--- config.mk ---
export PLATFORM = sky130hd
export DESIGN_NAME = rx_irq_ctl
export DESIGN_NICKNAME = d
export VERILOG_FILES = /design/src/rtl/rxirq_pkg.sv /design/src/rtl/rxirq_csr.sv /design/src/rtl/rxirq_req.sv /design/src/rtl/rxirq_ack.sv /design/src/rtl/rx_irq_ctl.sv
export SDC_FILE = /design/constraint.sdc
export NUM_CORES = 1
export LEC_CHECK = 0
export ABC_CLOCK_PERIOD_IN_PS = 2850
export BUFFER_PORTS_ARGS = -buffer_cell sky130_fd_sc_hd__buf_2
export CAP_MARGIN = 0
export CORE_MARGIN = 4
export CORE_UTILIZATION = 39
export CTS_BUF_LIST = sky130_fd_sc_hd__clkbuf_4
export DETAILED_ROUTE_END_ITERATION = 6
export PLACE_DENSITY = 0.74
export SLEW_MARGIN = 25
export SYNTH_ARGS = -nofsm -noshare
export SYNTH_HDL_FRONTEND = slang
export SYNTH_SLANG_ARGS = --single-unit
--- constraint.sdc ---
create_clock -name clk -period 2.85 [get_ports clk]
set_clock_uncertainty 0.1 [all_clocks]
set_input_delay 0.4275 -clock clk [delete_from_list [all_inputs] [get_ports clk]]
set_output_delay 0.4275 -clock clk [all_outputs]
set_load 0.02 [all_outputs]
--- src/rtl/rxirq_pkg.sv ---
package rxirq_pkg;

    localparam int CSR_W  = 8;
    localparam int LVL_W  = 3;
    localparam int B_SNP1 = 7;
    localparam int B_SNP0 = 6;
    localparam int B_STS  = 5;
    localparam int B_IEN  = 4;
    localparam int B_LOC  = 3;

    typedef struct packed {
        logic [1:0]       snoop;
        logic             ien;
        logic             loc_vec;
        logic [LVL_W-1:0] lvl;
    } ctl_t;

    typedef enum logic [1:0] {
        AK_IDLE  = 2'd0,
        AK_LOCAL = 2'd1,
        AK_FETCH = 2'd2,
        AK_RESP  = 2'd3
    } ack_st_t;

    function automatic ctl_t csr_unpack(input logic [CSR_W-1:0] b);
        ctl_t c;
        c.snoop   = {b[B_SNP1], b[B_SNP0]};
        c.ien     = b[B_IEN];
        c.loc_vec = b[B_LOC];
        c.lvl     = b[LVL_W-1:0];
        return c;
    endfunction

    function automatic logic [CSR_W-1:0] csr_pack(input ctl_t c, input logic sts);
        logic [CSR_W-1:0] b;
        b              = '0;
        b[B_SNP1]      = c.snoop[1];
        b[B_SNP0]      = c.snoop[0];
        b[B_STS]       = sts;
        b[B_IEN]       = c.ien;
        b[B_LOC]       = c.loc_vec;
        b[LVL_W-1:0]   = c.lvl;
        return b;
    endfunction

endpackage

--- src/rtl/rxirq_csr.sv ---
module rxirq_csr
    import rxirq_pkg::*;
(
    input  logic             clk,
    input  logic             rst,
    input  logic             we,
    input  logic [CSR_W-1:0] wdata,
    input  logic             sts,
    output ctl_t             ctl,
    output logic [CSR_W-1:0] rdata
);
    ctl_t ctl_q;

    always_ff @(posedge clk) begin
        if (rst) begin
            ctl_q <= '0;
        end else if (we) begin
            ctl_q <= csr_unpack(wdata);
        end
    end

    assign ctl   = ctl_q;
    assign rdata = csr_pack(ctl_q, sts);
endmodule

--- src/rtl/rxirq_req.sv ---
module rxirq_req
    import rxirq_pkg::*;
(
    input  ctl_t             ctl,
    input  logic             per_irq,
    output logic             sts,
    output logic [LVL_W-1:0] ipl_req
);
    always_comb begin
        sts     = per_irq & ctl.ien;
        ipl_req = '0;
        if (sts && (ctl.lvl != '0)) begin
            ipl_req = ctl.lvl;
        end
    end
endmodule

--- src/rtl/rxirq_ack.sv ---
module rxirq_ack
    import rxirq_pkg::*;
#(
    parameter int              DW       = 8,
    parameter int              ID_W     = 4,
    parameter logic [DW-1:0]   VEC_BASE = 8'h50,
    parameter logic [ID_W-1:0] SRC_ID   = 4'h5
) (
    input  logic             clk,
    input  logic             rst,
    input  ctl_t             ctl,
    input  logic             sts,
    input  logic             iack_req,
    input  logic [LVL_W-1:0] iack_lvl,
    input  logic             per_rdy,
    input  logic [DW-1:0]    per_vec,
    output logic             claim,
    output logic             done,
    output logic [DW-1:0]    vec,
    output logic             per_iack
);
    localparam logic [DW-1:0] LOC_VEC = {VEC_BASE[DW-1:ID_W], SRC_ID};

    ack_st_t       st;
    logic [DW-1:0] vec_q;
    logic          hit;

    assign hit = iack_req && sts && (ctl.lvl != '0) && (iack_lvl == ctl.lvl);

    always_ff @(posedge clk) begin
        if (rst) begin
            st    <= AK_IDLE;
            vec_q <= '0;
        end else begin
            unique case (st)
                AK_IDLE: begin
                    if (hit) begin
                        st <= ctl.loc_vec ? AK_LOCAL : AK_FETCH;
                    end
                end
                AK_LOCAL: st <= AK_IDLE;
                AK_FETCH: begin
                    if (per_rdy) begin
                        vec_q <= per_vec;
                        st    <= AK_RESP;
                    end
                end
                AK_RESP: st <= AK_IDLE;
                default: st <= AK_IDLE;
            endcase
        end
    end

    always_comb begin
        claim    = (st != AK_IDLE);
        done     = (st == AK_LOCAL) || (st == AK_RESP);
        per_iack = (st == AK_FETCH);
        vec      = '0;
        if (st == AK_LOCAL) begin
            vec = LOC_VEC;
        end else if (st == AK_RESP) begin
            vec = vec_q;
        end
    end
endmodule

--- src/rtl/rx_irq_ctl.sv ---
module rx_irq_ctl
    import rxirq_pkg::*;
#(
    parameter int              DW       = 8,
    parameter int              ID_W     = 4,
    parameter logic [DW-1:0]   VEC_BASE = 8'h50,
    parameter logic [ID_W-1:0] SRC_ID   = 4'h5
) (
    input  logic             clk,
    input  logic             rst,
    input  logic             reg_we,
    input  logic [CSR_W-1:0] reg_wdata,
    output logic [CSR_W-1:0] reg_rdata,
    input  logic             per_irq,
    output logic [LVL_W-1:0] ipl_req,
    input  logic             iack_req,
    input  logic [LVL_W-1:0] iack_lvl,
    output logic             iack_claim,
    output logic             iack_done,
    output logic [DW-1:0]    iack_vec,
    output logic             per_iack,
    input  logic             per_rdy,
    input  logic [DW-1:0]    per_vec,
    input  logic             dma_act,
    output logic [1:0]       snoop_out,
    output logic             snoop_oe
);
    ctl_t ctl;
    logic sts;

    rxirq_csr u_csr (
        .clk   (clk),
        .rst   (rst),
        .we    (reg_we),
        .wdata (reg_wdata),
        .sts   (sts),
        .ctl   (ctl),
        .rdata (reg_rdata)
    );

    rxirq_req u_req (
        .ctl     (ctl),
        .per_irq (per_irq),
        .sts     (sts),
        .ipl_req (ipl_req)
    );

    rxirq_ack #(
        .DW       (DW),
        .ID_W     (ID_W),
        .VEC_BASE (VEC_BASE),
        .SRC_ID   (SRC_ID)
    ) u_ack (
        .clk      (clk),
        .rst      (rst),
        .ctl      (ctl),
        .sts      (sts),
        .iack_req (iack_req),
        .iack_lvl (iack_lvl),
        .per_rdy  (per_rdy),
        .per_vec  (per_vec),
        .claim    (iack_claim),
        .done     (iack_done),
        .vec      (iack_vec),
        .per_iack (per_iack)
    );

    assign snoop_oe = dma_act;

    for (genvar i = 0; i < 2; i++) begin : g_snp
        assign snoop_out[i] = dma_act & ctl.snoop[i];
    end
endmodule

Yosys cells after proc, flatten, opt, wreduce, memory -nomap -nowiden
Index checks and enable logic that the tools add are counted.
- register bits after elaboration: 17
- output and inout bits: 25
- equal/unequal tests: 6
- multiplexer cells: 7
- bitwise gates (word level): 3
- reductions and logical operators: 11
- operator list (operator ; count):
    8-bit 2-to-1 mux ; 2
    2-bit 2-to-1 mux ; 3
    2-bit one-hot mux with 3 select lines ; 1
    2-bit equality test, second input constant ; 2
    1-bit logical AND ; 4
    2-bit by 1-bit inequality test with 1-bit output, second input constant ; 2
    2-bit AND reduction ; 2
    1-bit AND ; 3
    3-bit equality test ; 1
    3-bit 2-to-1 mux ; 1
    3-bit nonzero test ; 1
    2-bit by 1-bit equality test with 1-bit output, second input constant ; 1
    2-bit zero test ; 1
    2-bit nonzero test ; 1
    2-bit OR reduction ; 1
    1-bit logical OR ; 1

Longest topological paths before layout
- depth in word-level cells: 6
- depth in mapped cells: 5

Modules after synthesis
From an unflattened synthesis, not the netlist that was laid out.
- cell total of the unflattened synthesis: 105
- area, all modules: 874.6 um2
- modules (own cells, without submodules) (module ; times used ; cells an instance ; area an instance (um2)):
    rxirq_ack ; 1 ; 68 ; 520.5
    rxirq_csr ; 1 ; 30 ; 307.8
    rxirq_req ; 1 ; 4 ; 26.3
    rx_irq_ctl ; 1 ; 3 ; 20.0

Worst setup path before layout
OpenSTA, ideal clock, no wires.
- path type: reg-to-output
- start: register u_ack.st[0]
- end: output iack_vec[0]
- arrival: 1118 ps
- required time: 2322 ps
- slack: 1204 ps
- cell stages (with the launch flop): 3
- path buffers: 1
- cell sequence: dfxtp_1 -> clkbuf_1 -> a21boi_0
- word-level cells in the longest chain between the ends: 3
- elaborated cells on any way between the ends: 4
- classes of those cells: 2 x eq/ne; 2 x mux
- ends and longest elaborated chain (item ; line ; text):
    from (decl) ; rxirq_ack.sv:24 ; ack_st_t st;
    from (signal assigned) ; rxirq_ack.sv:38 ; st <= ctl.loc_vec ? AK_LOCAL : AK_FETCH;
    2-bit equality test ; rxirq_ack.sv:61 ; end else if (st == AK_RESP) begin
    8-bit 2-to-1 mux ; rxirq_ack.sv:61 ;
    8-bit 2-to-1 mux (*) ; rxirq_ack.sv:59 ; if (st == AK_LOCAL) begin
    to (decl) ; rx_irq_ctl.sv:20 ; output logic [DW-1:0] iack_vec,
Mark *: on every way between the ends. The rest lies on a longest branch, timed or not.

Final worst setup path
- start: register u_ack.st[1]
- end: output per_iack
- word-level cells in the longest chain between the ends: 1
- ends and longest elaborated chain (item ; line ; text):
    2-bit equality test ; rxirq_ack.sv:57 ; per_iack = (st == AK_FETCH);
    to (decl) ; rx_irq_ctl.sv:21 ; output logic per_iack,
No other way between the ends.

==> flow_metrics.env <==
export IMPL_synthTopCellsByCount="17 x dfxtp_1, 10 x nand2_1, 10 x nand3_1, 8 x a21oi_1, 8 x nor2_1"
export IMPL_setup_tns_ns=0
export IMPL_port_buffers=49
export IMPL_cts_buffers=3
export IMPL_reg2reg_to="u_ack.vec_q[6]$_SDFFE_PP0P_"
export IMPL_cts_buffer_depth=2
export IMPL_nNetsFinal=169
export IMPL_rsz0062_at_grt="no"
export IMPL_clk_pin_slew_ns=0.09
export IMPL_insertedDiodeCount=0
export IMPL_synth_simple_area_share_pct=26.4
export IMPL_crit_start="u_ack.st[1]$_SDFFE_PP0P_"
export IMPL_synth_top_family_by_area="simple AND/OR/NAND/NOR gates"
export IMPL_relSlewSlack_pct=58.3
export IMPL_die_area_um2=2920
export IMPL_synthArstFlopShare_pct=0
export IMPL_tightest_slew_ns=0.624
export IMPL_synth_area_um2=826
export IMPL_grt_overflow=0
export IMPL_syn_inst=99
export IMPL_core_area_um2=1980
export IMPL_grt_use_total_pct=14.7
export IMPL_synth_avg_cell_area_um2=8.34
export IMPL_cap_violations=0
export IMPL_muxShareOfSynthArea_pct=8.48
export IMPL_placed_cells=165
export IMPL_routed_wl_mm=2.00
export IMPL_slew_violations=0
export IMPL_r2r_start="u_ack.st[1]$_SDFFE_PP0P_"
export IMPL_synth_area_leader_cell="dfxtp_1"
export IMPL_slowest_stage="nor2b_1"
export IMPL_max_freq_ghz=0.451
export IMPL_setup_viol=0
export IMPL_hp_class="input pin to flop"
export IMPL_synth_top_area_share_pct=41.2
export IMPL_gp_congestion=0.750
export IMPL_grt_pass1_wl_mm=3.02
export IMPL_min_path_cells=3
export IMPL_worstPathMaxFanout=13
export IMPL_h_tree_depth=1
export IMPL_rr_worst_depth=4
export IMPL_vias=833
export IMPL_synth_nets=125
export IMPL_post_route_period_util_pct=77.8
export IMPL_grt_max_degree=19
export IMPL_drc=0
export IMPL_ant_nets=0
export IMPL_synthAdderAreaFrac_pct=0
export IMPL_cts_resized=0
export IMPL_drive_above_1_share_pct=40.8
export IMPL_outcome="completed"
export IMPL_syn2layout_area_growth_pct=30.5
export IMPL_antenna_found_initial=0
export IMPL_reg2reg_setup_slack_ns=0.96
export IMPL_cellLeakagePower_nw=0.549
export IMPL_hp_start="reg_wdata[7]"
export IMPL_via_per_inst=4.93
export IMPL_drt_pass1_iterations=6
export IMPL_ys_types=27
export IMPL_worstPathCellList="nor2b_1 > buf_2"
export IMPL_path_class="flop to output pin"
export IMPL_io_pins=51
export IMPL_synth_most_common_cell="dfxtp_1"
export IMPL_seq_area_frac_synth_pct=41.2
export IMPL_drt_iter0_markers=21
export IMPL_initial_core_util_pct=41.7
export IMPL_finalHoldViolations=0
export IMPL_clockRootBuffer="clkbuf_4"
export IMPL_synth_xor_area_share_pct=2.12
export IMPL_post_dp_hpwl_mm=1.54
export IMPL_power_density_nw_per_um2=416
export IMPL_final_cells=169
export IMPL_required_ns=2.32
export IMPL_die_h_um=54.0
export IMPL_wl_per_cell_um=11.8
export IMPL_ys_seq_elements=17
export IMPL_insertion_delay_ns=0.28
export IMPL_postCtsHoldBufs=0
export IMPL_synth_edf_count=0
export IMPL_cts_tree="yes"
export IMPL_rows=16
export IMPL_p_total_mw=0.449
export IMPL_critPathMaxStageDelay_ns=0.58
export IMPL_worstPathArrival_ns=1.69
export IMPL_yosys_warnings=0
export IMPL_synth_compound_area_share_pct=13.0
export IMPL_die_w_um=54.0
export IMPL_fin_crit_ns=2.22
export IMPL_critPathCaptureType="output pin"
export IMPL_cts_sinks=17
export IMPL_synth_area_top_cells="dfxtp_1 41%, mux2i_1 8.5%, nand3_1 6.1%, a21oi_1 4.8%, and3_1 4.5%"
export IMPL_crit_path_start_kind="flop"
export IMPL_grt_pass1_vias=707
export IMPL_vdd_drop_max_mv=0.245
export IMPL_synth_ff_type="dfxtp_1"
export IMPL_hold_path_end="u_csr.ctl[6]$_SDFFE_PP0P_"
export IMPL_cts_setup_buffers=0
export IMPL_nFillCells=202
==> stage by stage <==
step                utilization (%)  hold WS [ns]  setup WS, ns  instance area, um2
floorplan                         -         0.329          1.20                 826
global placement               52.8         0.338         0.970                1050
detailed placement             52.8         0.346         0.941                1050
CTS                            54.4         0.269         0.619                1080
global route                   54.4         0.258         0.415                1080
finish                         54.4         0.270         0.633                1080
==> cells by family (layout without fill, tap and decap cells) <==
| kind of cell | after synthesis | after routing |
|---|---|---|
| and+or+nand+nor | 43 | 43 |
| DFF | 17 | 17 |
| AOI/OAI and AO/OA | 16 | 16 |
| buffers and inverters | 14 | 57 |
| muxes | 7 | 7 |
| xor gates and xnor gates | 2 | 2 |
==> critical path: cells and delay by family (launching register included) <==
| family | cells | cell delay (ns) |
|---|---|---|
| buffers and inverters | 1 | 0.28 |
| and+or+nand+nor | 1 | 0.58 |
| DFF | 1 | 0.55 |
==> how the worst max path moves through the flow <==
stage | to | cells after the start
after global routing | per_iack | 2
after global placement | per_iack | 2
after floorplan | iack_vec[0] | 2
final | per_iack | 2
after detailed placement | per_iack | 2
after CTS | per_iack | 2
==> flip-flops by register name, indices dropped and copies added (netlist names) <==
name,flops
u_ack.st,2
u_ack.vec_q,8
u_csr.ctl,7
==> metal layers <==
layer | part of all wire, % | up-vias | wire length [um] | GRT usage [%]
li1 | - | 418 | - | -
met1 | 40 | 386 | 808 | 17.5
met2 | 50 | 24 | 1010 | 23.6
met3 | 7.4 | 5 | 149 | 4.43
met4 | 1.9 | 0 | 39 | 7.47
met5 | 0 | - | 0 | 0
==> cells in the final DEF, fill, tap and decap left out, drive strengths merged, types with 3 or more instances in the layout <==
cell type,netlist,routed
dfxtp,17,17
buf,3,49
a21oi,9,9
and2,3,3
and3,7,7
a21boi,4,4
mux2i,7,7
inv,4,4
nor2,8,8
nand2,10,10
clkbuf,7,4
nand3,10,10
==> power by group <==
group / switching [mW] / total (mW) / internal (mW) / leakage [nW]
logic: 0.0337 / 0.0619 / 0.0283 / 0.393
clock network: 0.0725 / 0.136 / 0.0639 / 0.0184
registers: 0.00683 / 0.250 / 0.243 / 0.138
==> cell type report <==
cell class,instances,area [um2],area share [%]
Clock buffer,4,30.0,2.79
Inverter,4,15.0,1.39
Multi-Input combinational cell,68,413,38.3
Sequential cell,17,340,31.6
Tap cell,27,33.8,3.14
Timing Repair Buffer,49,245,22.8
Power figures use the tool's default switching activity.
